<file path="src/rtl/amseq_pkg.sv">
`timescale 1ns/1ps
package amseq_pkg;

    localparam int PH_SETUP_W  = 2;
    localparam int PH_STROBE_W = 4;
    localparam int PH_HOLD_W   = 2;

    typedef enum logic [2:0] {
        ST_IDLE,
        ST_ADDR,
        ST_LATCH,
        ST_AHOLD,
        ST_SETUP,
        ST_STROBE,
        ST_HOLD,
        ST_FINISH
    } seq_state_e;

    typedef struct packed {
        logic [PH_SETUP_W-1:0]  setup;
        logic [PH_STROBE_W-1:0] strobe;
        logic [PH_HOLD_W-1:0]   hold;
    } phase_cfg_t;

    // Bus mode encodings
    localparam logic [1:0] MODE_N8_A8    = 2'd0;
    localparam logic [1:0] MODE_W16_MUX  = 2'd1;
    localparam logic [1:0] MODE_N8_MUX   = 2'd2;
    localparam logic [1:0] MODE_W16_FLAT = 2'd3;

    function automatic logic mode_muxed(input logic [1:0] m);
        return (m == MODE_W16_MUX) || (m == MODE_N8_MUX);
    endfunction

    function automatic logic mode_narrow(input logic [1:0] m);
        return (m == MODE_N8_A8) || (m == MODE_N8_MUX);
    endfunction

endpackage

</file>
<file path="src/rtl/amseq_phase_timer.sv">
`timescale 1ns/1ps
module amseq_phase_timer #(
    parameter int CNT_W = 4
) (
    input  logic             clk,
    input  logic             rst_n,
    input  logic             load,
    input  logic [CNT_W-1:0] load_val,
    output logic             last
);
    logic [CNT_W-1:0] cnt_q;

    always_ff @(posedge clk or negedge rst_n) begin
        if (!rst_n) begin
            cnt_q <= '0;
        end else if (load) begin
            cnt_q <= load_val;
        end else if (cnt_q != '0) begin
            cnt_q <= cnt_q - 1'b1;
        end
    end

    assign last = (cnt_q == '0);
endmodule

</file>
<file path="src/rtl/amseq_bank_decode.sv">
`timescale 1ns/1ps
module amseq_bank_decode #(
    parameter int NBANK      = 4,
    parameter int HI_W       = 4,
    parameter int WIDE_SHIFT = 2
) (
    input  logic [HI_W-1:0]  addr_hi,
    input  logic             alt_map,
    input  logic [NBANK-1:0] bank_en,
    output logic [NBANK-1:0] bank_sel,
    output logic             bank_ok
);
    localparam int SEL_W = (NBANK > 1) ? $clog2(NBANK) : 1;

    logic [SEL_W-1:0] idx;

    assign idx = alt_map ? addr_hi[WIDE_SHIFT +: SEL_W] : addr_hi[SEL_W-1:0];

    for (genvar b = 0; b < NBANK; b++) begin : g_sel
        assign bank_sel[b] = (idx == SEL_W'(b));
    end

    assign bank_ok = |(bank_sel & bank_en);
endmodule

</file>
<file path="src/rtl/amseq_polarity.sv">
`timescale 1ns/1ps
module amseq_polarity #(
    parameter int NCS = 4
) (
    input  logic [NCS-1:0] cs_act,
    input  logic           re_act,
    input  logic           we_act,
    input  logic           ale_act,
    input  logic           pol_cs,
    input  logic           pol_re,
    input  logic           pol_we,
    input  logic           pol_ale,
    output logic [NCS-1:0] cs_pin,
    output logic           re_pin,
    output logic           we_pin,
    output logic           ale_pin
);
    for (genvar c = 0; c < NCS; c++) begin : g_cs
        assign cs_pin[c] = pol_cs ? cs_act[c] : ~cs_act[c];
    end

    assign re_pin  = pol_re  ? re_act  : ~re_act;
    assign we_pin  = pol_we  ? we_act  : ~we_act;
    assign ale_pin = pol_ale ? ale_act : ~ale_act;
endmodule

</file>
<file path="src/rtl/amem_seq.sv">
`timescale 1ns/1ps
module amem_seq
    import amseq_pkg::*;
#(
    parameter int NBANK      = 4,
    parameter int ADDR_W     = 30,
    parameter int BUS_A_W    = 26,
    parameter int WIDE_LSB   = 28,
    parameter int DATA_W     = 16,
    parameter int NARROW_W   = 8,
    parameter int ADRT_W     = 2
) (
    input  logic                  clk,
    input  logic                  rst_n,
    input  logic [1:0]            cfg_mode,
    input  logic                  cfg_alt_map,
    input  logic [NBANK-1:0]      cfg_bank_en,
    input  logic [PH_SETUP_W-1:0] cfg_rd_setup,
    input  logic [PH_STROBE_W-1:0] cfg_rd_strobe,
    input  logic [PH_HOLD_W-1:0]  cfg_rd_hold,
    input  logic [PH_SETUP_W-1:0] cfg_wr_setup,
    input  logic [PH_STROBE_W-1:0] cfg_wr_strobe,
    input  logic [PH_HOLD_W-1:0]  cfg_wr_hold,
    input  logic [ADRT_W-1:0]     cfg_adr_drive,
    input  logic [ADRT_W-1:0]     cfg_adr_hold,
    input  logic                  cfg_pol_cs,
    input  logic                  cfg_pol_re,
    input  logic                  cfg_pol_we,
    input  logic                  cfg_pol_ale,
    input  logic                  req_valid,
    input  logic                  req_write,
    input  logic [ADDR_W-1:0]     req_addr,
    input  logic [DATA_W-1:0]     req_wdata,
    output logic                  req_ready,
    output logic                  done,
    output logic [DATA_W-1:0]     rdata,
    output logic [NBANK-1:0]      bus_cs,
    output logic                  bus_re,
    output logic                  bus_we,
    output logic                  bus_ale,
    output logic [BUS_A_W-1:0]    bus_addr,
    output logic [DATA_W-1:0]     bus_dq_out,
    output logic                  bus_dq_oe,
    input  logic [DATA_W-1:0]     bus_dq_in
);
    localparam int HI_W  = ADDR_W - BUS_A_W;
    localparam int CNT_A = (PH_STROBE_W > PH_SETUP_W) ? PH_STROBE_W : PH_SETUP_W;
    localparam int CNT_B = (PH_HOLD_W > ADRT_W) ? PH_HOLD_W : ADRT_W;
    localparam int CNT_W = (CNT_A > CNT_B) ? CNT_A : CNT_B;
    localparam logic [DATA_W-1:0] NARROW_MASK =
        {{(DATA_W-NARROW_W){1'b0}}, {NARROW_W{1'b1}}};

    seq_state_e         state_q, state_d;

    // Access context captured at acceptance
    logic               wr_q;
    logic [BUS_A_W-1:0] addr_q;
    logic [DATA_W-1:0]  wdata_q;
    logic [1:0]         mode_q;
    phase_cfg_t         tim_q;
    logic [ADRT_W-1:0]  ad_q, ah_q;
    logic [NBANK-1:0]   bank_q;
    logic [DATA_W-1:0]  rdata_q;

    // Settings in force for next-state decisions
    phase_cfg_t         eff_tim;
    logic               eff_mux;
    logic [ADRT_W-1:0]  eff_ad, eff_ah;
    phase_cfg_t         req_tim;

    logic [NBANK-1:0]   dec_sel;
    logic               dec_ok;
    logic               accept;
    logic               tmr_load, tmr_last;
    logic [CNT_W-1:0]   tmr_val;
    logic               capture;

    logic [NBANK-1:0]   cs_act;
    logic               re_act, we_act, ale_act;

    amseq_bank_decode #(
        .NBANK      (NBANK),
        .HI_W       (HI_W),
        .WIDE_SHIFT (WIDE_LSB - BUS_A_W)
    ) u_dec (
        .addr_hi  (req_addr[ADDR_W-1:BUS_A_W]),
        .alt_map  (cfg_alt_map),
        .bank_en  (cfg_bank_en),
        .bank_sel (dec_sel),
        .bank_ok  (dec_ok)
    );

    amseq_phase_timer #(.CNT_W(CNT_W)) u_tmr (
        .clk      (clk),
        .rst_n    (rst_n),
        .load     (tmr_load),
        .load_val (tmr_val),
        .last     (tmr_last)
    );

    amseq_polarity #(.NCS(NBANK)) u_pol (
        .cs_act  (cs_act),
        .re_act  (re_act),
        .we_act  (we_act),
        .ale_act (ale_act),
        .pol_cs  (cfg_pol_cs),
        .pol_re  (cfg_pol_re),
        .pol_we  (cfg_pol_we),
        .pol_ale (cfg_pol_ale),
        .cs_pin  (bus_cs),
        .re_pin  (bus_re),
        .we_pin  (bus_we),
        .ale_pin (bus_ale)
    );

    assign accept = req_valid && (state_q == ST_IDLE);

    always_comb begin
        if (req_write) begin
            req_tim.setup  = cfg_wr_setup;
            req_tim.strobe = cfg_wr_strobe;
            req_tim.hold   = cfg_wr_hold;
        end else begin
            req_tim.setup  = cfg_rd_setup;
            req_tim.strobe = cfg_rd_strobe;
            req_tim.hold   = cfg_rd_hold;
        end
    end

    always_comb begin
        if (state_q == ST_IDLE) begin
            eff_tim = req_tim;
            eff_mux = mode_muxed(cfg_mode);
            eff_ad  = cfg_adr_drive;
            eff_ah  = cfg_adr_hold;
        end else begin
            eff_tim = tim_q;
            eff_mux = mode_muxed(mode_q);
            eff_ad  = ad_q;
            eff_ah  = ah_q;
        end
    end

    // State register
    always_ff @(posedge clk or negedge rst_n) begin
        if (!rst_n) begin
            state_q <= ST_IDLE;
        end else begin
            state_q <= state_d;
        end
    end

    // Next-state decisions
    always_comb begin
        state_d = state_q;
        unique case (state_q)
            ST_IDLE: begin
                if (accept) begin
                    if (!dec_ok)
                        state_d = ST_FINISH;
                    else if (eff_mux)
                        state_d = ST_ADDR;
                    else
                        state_d = (eff_tim.setup != '0) ? ST_SETUP : ST_STROBE;
                end
            end
            ST_ADDR: begin
                if (tmr_last) state_d = ST_LATCH;
            end
            ST_LATCH: begin
                if (tmr_last) begin
                    if (eff_ah != '0)
                        state_d = ST_AHOLD;
                    else
                        state_d = (eff_tim.setup != '0) ? ST_SETUP : ST_STROBE;
                end
            end
            ST_AHOLD: begin
                if (tmr_last)
                    state_d = (eff_tim.setup != '0) ? ST_SETUP : ST_STROBE;
            end
            ST_SETUP: begin
                if (tmr_last) state_d = ST_STROBE;
            end
            ST_STROBE: begin
                if (tmr_last)
                    state_d = (eff_tim.hold != '0) ? ST_HOLD : ST_FINISH;
            end
            ST_HOLD: begin
                if (tmr_last) state_d = ST_FINISH;
            end
            ST_FINISH: state_d = ST_IDLE;
            default:   state_d = ST_IDLE;
        endcase
    end

    // Stage length loaded on every state change (length minus one)
    assign tmr_load = (state_d != state_q);

    always_comb begin
        tmr_val = '0;
        unique case (state_d)
            ST_ADDR:   tmr_val = (eff_ad == '0) ? '0 : CNT_W'(eff_ad) - CNT_W'(1);
            ST_AHOLD:  tmr_val = CNT_W'(eff_ah) - CNT_W'(1);
            ST_SETUP:  tmr_val = CNT_W'(eff_tim.setup) - CNT_W'(1);
            ST_STROBE: tmr_val = (eff_tim.strobe == '0) ? '0
                                 : CNT_W'(eff_tim.strobe) - CNT_W'(1);
            ST_HOLD:   tmr_val = CNT_W'(eff_tim.hold) - CNT_W'(1);
            default:   tmr_val = '0;
        endcase
    end

    assign capture = (state_q == ST_STROBE) && tmr_last && !wr_q;

    // Access context and read capture
    always_ff @(posedge clk or negedge rst_n) begin
        if (!rst_n) begin
            wr_q    <= 1'b0;
            addr_q  <= '0;
            wdata_q <= '0;
            mode_q  <= MODE_N8_A8;
            tim_q   <= '0;
            ad_q    <= '0;
            ah_q    <= '0;
            bank_q  <= '0;
            rdata_q <= '0;
        end else if (accept) begin
            wr_q    <= req_write;
            addr_q  <= req_addr[BUS_A_W-1:0];
            wdata_q <= mode_narrow(cfg_mode) ? (req_wdata & NARROW_MASK) : req_wdata;
            mode_q  <= cfg_mode;
            tim_q   <= req_tim;
            ad_q    <= cfg_adr_drive;
            ah_q    <= cfg_adr_hold;
            bank_q  <= dec_ok ? dec_sel : '0;
            rdata_q <= '0;
        end else if (capture) begin
            rdata_q <= mode_narrow(mode_q) ? (bus_dq_in & NARROW_MASK) : bus_dq_in;
        end
    end

    // Output decode per state
    always_comb begin
        cs_act     = '0;
        re_act     = 1'b0;
        we_act     = 1'b0;
        ale_act    = 1'b0;
        bus_addr   = '0;
        bus_dq_out = '0;
        bus_dq_oe  = 1'b0;
        req_ready  = 1'b0;
        done       = 1'b0;
        unique case (state_q)
            ST_IDLE: req_ready = 1'b1;
            ST_ADDR, ST_AHOLD: begin
                cs_act     = bank_q;
                bus_addr   = addr_q;
                bus_dq_out = addr_q[DATA_W-1:0];
                bus_dq_oe  = 1'b1;
            end
            ST_LATCH: begin
                cs_act     = bank_q;
                ale_act    = 1'b1;
                bus_addr   = addr_q;
                bus_dq_out = addr_q[DATA_W-1:0];
                bus_dq_oe  = 1'b1;
            end
            ST_SETUP, ST_HOLD: begin
                cs_act     = bank_q;
                bus_addr   = addr_q;
                bus_dq_out = wr_q ? wdata_q : '0;
                bus_dq_oe  = wr_q;
            end
            ST_STROBE: begin
                cs_act     = bank_q;
                re_act     = !wr_q;
                we_act     = wr_q;
                bus_addr   = addr_q;
                bus_dq_out = wr_q ? wdata_q : '0;
                bus_dq_oe  = wr_q;
            end
            ST_FINISH: done = 1'b1;
            default: ;
        endcase
    end

    assign rdata = rdata_q;
endmodule

</file>
<file path="config.mk">
export PLATFORM = sky130hd
export DESIGN_NAME = amem_seq
export DESIGN_NICKNAME = d
export VERILOG_FILES = /design/src/rtl/amseq_pkg.sv /design/src/rtl/amseq_phase_timer.sv /design/src/rtl/amseq_bank_decode.sv /design/src/rtl/amseq_polarity.sv /design/src/rtl/amem_seq.sv
export SDC_FILE = /design/constraint.sdc
export NUM_CORES = 1
export LEC_CHECK = 0
export ABC_AREA = 1
export BUFFER_PORTS_ARGS = -buffer_cell sky130_fd_sc_hd__buf_2
export CORE_AREA = 2 2 85 149
export DETAILED_ROUTE_END_ITERATION = 10
export DIE_AREA = 0 0 87 151
export PLACE_DENSITY = 0.68
export SLEW_MARGIN = 5
export SYNTH_ARGS = -nofsm -noshare
export SYNTH_HDL_FRONTEND = slang
export SYNTH_SLANG_ARGS = --single-unit
</file>
<file path="constraint.sdc">
create_clock -name clk -period 5.5 [get_ports clk]
set_clock_uncertainty 0.1 [all_clocks]
set_input_delay 0.275 -clock clk [delete_from_list [all_inputs] [get_ports clk]]
set_output_delay 0.275 -clock clk [all_outputs]
set_load 0.03 [all_outputs]
</file>
==> results.py <==
metrics = {
    "status": {
        "status": "finished clean",
    },
    "clock_network": {
        "post_cts.repair.setup_buffers": 0,
        "cts_num_sinks": 84,
        "cts_hold_buffers": 1,
        "cts_htree_levels": 3,
        "cts-buffers-inserted": 9,
        "clk_pin_slew_ps": 60,
        "ctsRootBufferMaster": "sky130_fd_sc_hd__clkbuf_16",
        "tritoncts_clock_tree": "yes",
        "post_cts.resized_instances": 0,
        "worst_skew_late_latency_ps": 340,
        "ctsLongestPathBuffers": 2,
    },
    "sta": {
        "timing.slew.headroom_pct": 28.0,
        "fin_setup_tns_ps": 0,
        "final.period_utilization_pct": 60.6,
        "timing_hold_violations_final": 0,
        "final-max-slew-violation-count": 0,
        "finalCriticalPeriod_ps": 3330,
        "fmax_mhz": 300,
        "final-setup-viol-count": 0,
        "tightestPinTransition_ps": 1080,
        "rsz0062_at_grt": "false",
    },
    "drt": {
        "first_iter_violations": 220,
        "drt_pass1_iterations": 5,
        "ant_nets": 0,
        "post_route_wl_microns": 12800,
        "count_of_vias_placed_by_the_detailed_router": 4512,
        "drt_drc_violations_left": 0,
        "wl_per_cell_microns": 13.9,
        "via_density": 4.89,
    },
    "worst_setup_path": {
        "critical_path_class": "register to output port",
        "cp_launch_type": "register",
        "worst_ep_required_time_ps": 5120,
        "critPathCaptureType": "output port",
        "critical_path_fanout_max": 27,
        "crit_arrival_ps": 2960,
        "setup.reg_to_reg.worst_slack_ps": 2350,
    },
    "layout": {
        "fillCellCount": 1205,
        "layout_commonest_cell": "sky130_fd_sc_hd__nand2_1",
        "nets": 887,
        "most-common-layout-cells": "176 x sky130_fd_sc_hd__nand2_1, 163 x sky130_fd_sc_hd__buf_2, 84 x sky130_fd_sc_hd__dfrtp_1, 74 x sky130_fd_sc_hd__inv_1, 73 x sky130_fd_sc_hd__o21ai_0",
        "layout-drive-gt1-share_pct": 26.4,
        "finalInstanceArea_sq_um": 5870,
        "finish.utilization_pct": 49.5,
        "areaGrowthSynthToFinish_pct": 25.1,
    },
    "die": {
        "fp.dieH_microns": 151,
        "num_io_pins": 165,
        "placement_rows": 53,
        "core_footprint_sq_um": 11900,
        "start_util_pct": 39.5,
        "design.die.area_sq_um": 13100,
        "chipWidth_microns": 87,
    },
    "global_route": {
        "grt_overflow": 0,
        "antenna_found_initial": 1,
        "global_route.usage.total_pct": 20.0,
        "number_of_global_route_vias_before_repair": 4409,
        "largest_net_degree_at_the_start_of_global_routing": 73,
        "wire_length_of_the_first_global_routing_pass_microns": 20500,
    },
    "synth": {
        "synth.top_cells.by_area": "sky130_fd_sc_hd__dfrtp_1 45%, sky130_fd_sc_hd__nand2_1 14%, sky130_fd_sc_hd__o21ai_0 7.8%",
        "share_of_the_yosys_chip_area_belonging_to_registers_pct": 44.8,
        "library_cell_with_the_largest_summed_area_after_synthesis": "sky130_fd_sc_hd__dfrtp_1",
        "synthesis.instances": 629,
        "synthDistinctLibCells": 36,
        "yosys_register_bits": 84,
        "synth_area_per_cell_sq_um": 7.46,
        "yosys.area.top_type_share_pct": 44.8,
        "mappedNetlistArea_sq_um": 4690,
        "yosys_warnings": 0,
        "synth_fp_nets": 736,
    },
    "placement": {
        "gpl.final_weighted_congestion": 0.849,
        "sum_of_net_half_perimeters_after_detailed_placement_microns": 9760,
        "post_dp_cell_area_sq_um": 5580,
        "io_buffers": 164,
    },
    "pwr": {
        "power.ir.vdd_worst_mv": 0.384,
        "p_per_area_nw_per_um2": 685,
        "leakage_uw": 0.00324,
    },
    "job": {
        "max_cap_viol_count": 0,
    },
    "min_path": {
        "min-delay-path-class": "primary input to register",
    },
}
==> cell families (layout without fill, tap and decap cells) <==
family	Yosys count	after routing	share of synthesized area (%)
fa+ha+maj	10	10	2.67
flops	84	84	44.8
simple gates	315	315	29.0
buf+inv	111	267	9.49
other cells	0	1	0
compound gates	95	95	11.0
mux	3	3	0.640
xor+xnor	11	11	2.45
==> Yosys cell counts, drive strengths merged <==
cell	instances
a21oi	7
a31oi	1
buf	8
clkbuf	21
clkinv	3
dfrtp	84
ha	10
inv	79
mux2i	3
nand2	181
nand3	61
nand4	6
nor2	61
nor3	3
o211ai	2
o21a	2
o21ai	76
o22ai	7
or2	3
xnor2	3
xor2	8
==> per-stage QoR <==
stage | instances | total power (uW) | hold slack [ps] | setup slack (ps)
final | 923 | 4020 | 30.2 | 2170
after detailed placement | 905 | 3470 | 169 | 2380
after CTS | 922 | 4050 | 22.4 | 2100
after floorplan | 629 | 2840 | -121 | 2720
after global routing | 923 | 4350 | 25.0 | 1920
after global placement | 905 | 3440 | 168 | 2500
==> critical path, stage by stage (launching register included) <==
cell and delay [ps]:
sky130_fd_sc_hd__dfrtp_1 690, sky130_fd_sc_hd__nand2_1 190, sky130_fd_sc_hd__nor2_1 170, sky130_fd_sc_hd__inv_1 50, sky130_fd_sc_hd__nand2_1 780, sky130_fd_sc_hd__inv_1 230, sky130_fd_sc_hd__nand2_1 140, sky130_fd_sc_hd__xor2_1 150
sky130_fd_sc_hd__buf_2 220
==> per-layer routing <==
| layer | track usage (%) | wire length (microns) | up-vias |
|---|---|---|---|
| met5 | 0 | 0 | - |
| met3 | 3.11 | 534 | 31 |
| met4 | 10.2 | 477 | 0 |
| met1 | 21.8 | 4880 | 2065 |
| met2 | 36.6 | 6910 | 124 |
| li1 | - | - | 2292 |
==> power breakdown <==
group          internal [uW]  total [uW]  switching [uW]
clock network            308         572             264
registers                899        1060             159
logic                    711        2390            1680
total                   1920        4020            2100
==> flip-flops by register name, indices dropped and copies added (netlist names), 3 cells and up <==
register     flops
addr_q          26
bank_q           4
rdata           16
state_q          3
tim_q            8
u_tmr.cnt_q      4
wdata_q         16
==> path summary, 6_finish.rpt <==
kind,from,end,cells past startpoint
max,state_q[0],bus_cs[0],8
min,bus_dq_in[4],rdata[4],3
max reg2reg,state_q[0],u_tmr.cnt_q[0],16
min reg2reg,ad_q[0],ad_q[0],2
max in group asynchronous,rst_n,rdata[8],3
min in group asynchronous,rst_n,bank_q[0],2
==> final cells by class <==
cell class | count | area, sq um | share of cell area, %
clock buffers | 9 | 225 | 3.84
well taps | 137 | 171 | 2.92
diodes | 1 | 2.50 | 0.0426
inverters | 82 | 308 | 5.24
multi-input cells | 434 | 2150 | 36.6
clock inverters | 7 | 51.3 | 0.874
flip-flops and latches | 84 | 2100 | 35.8
repair buffers | 169 | 863 | 14.7
No activity file was read; power rests on OpenSTA's default activity.
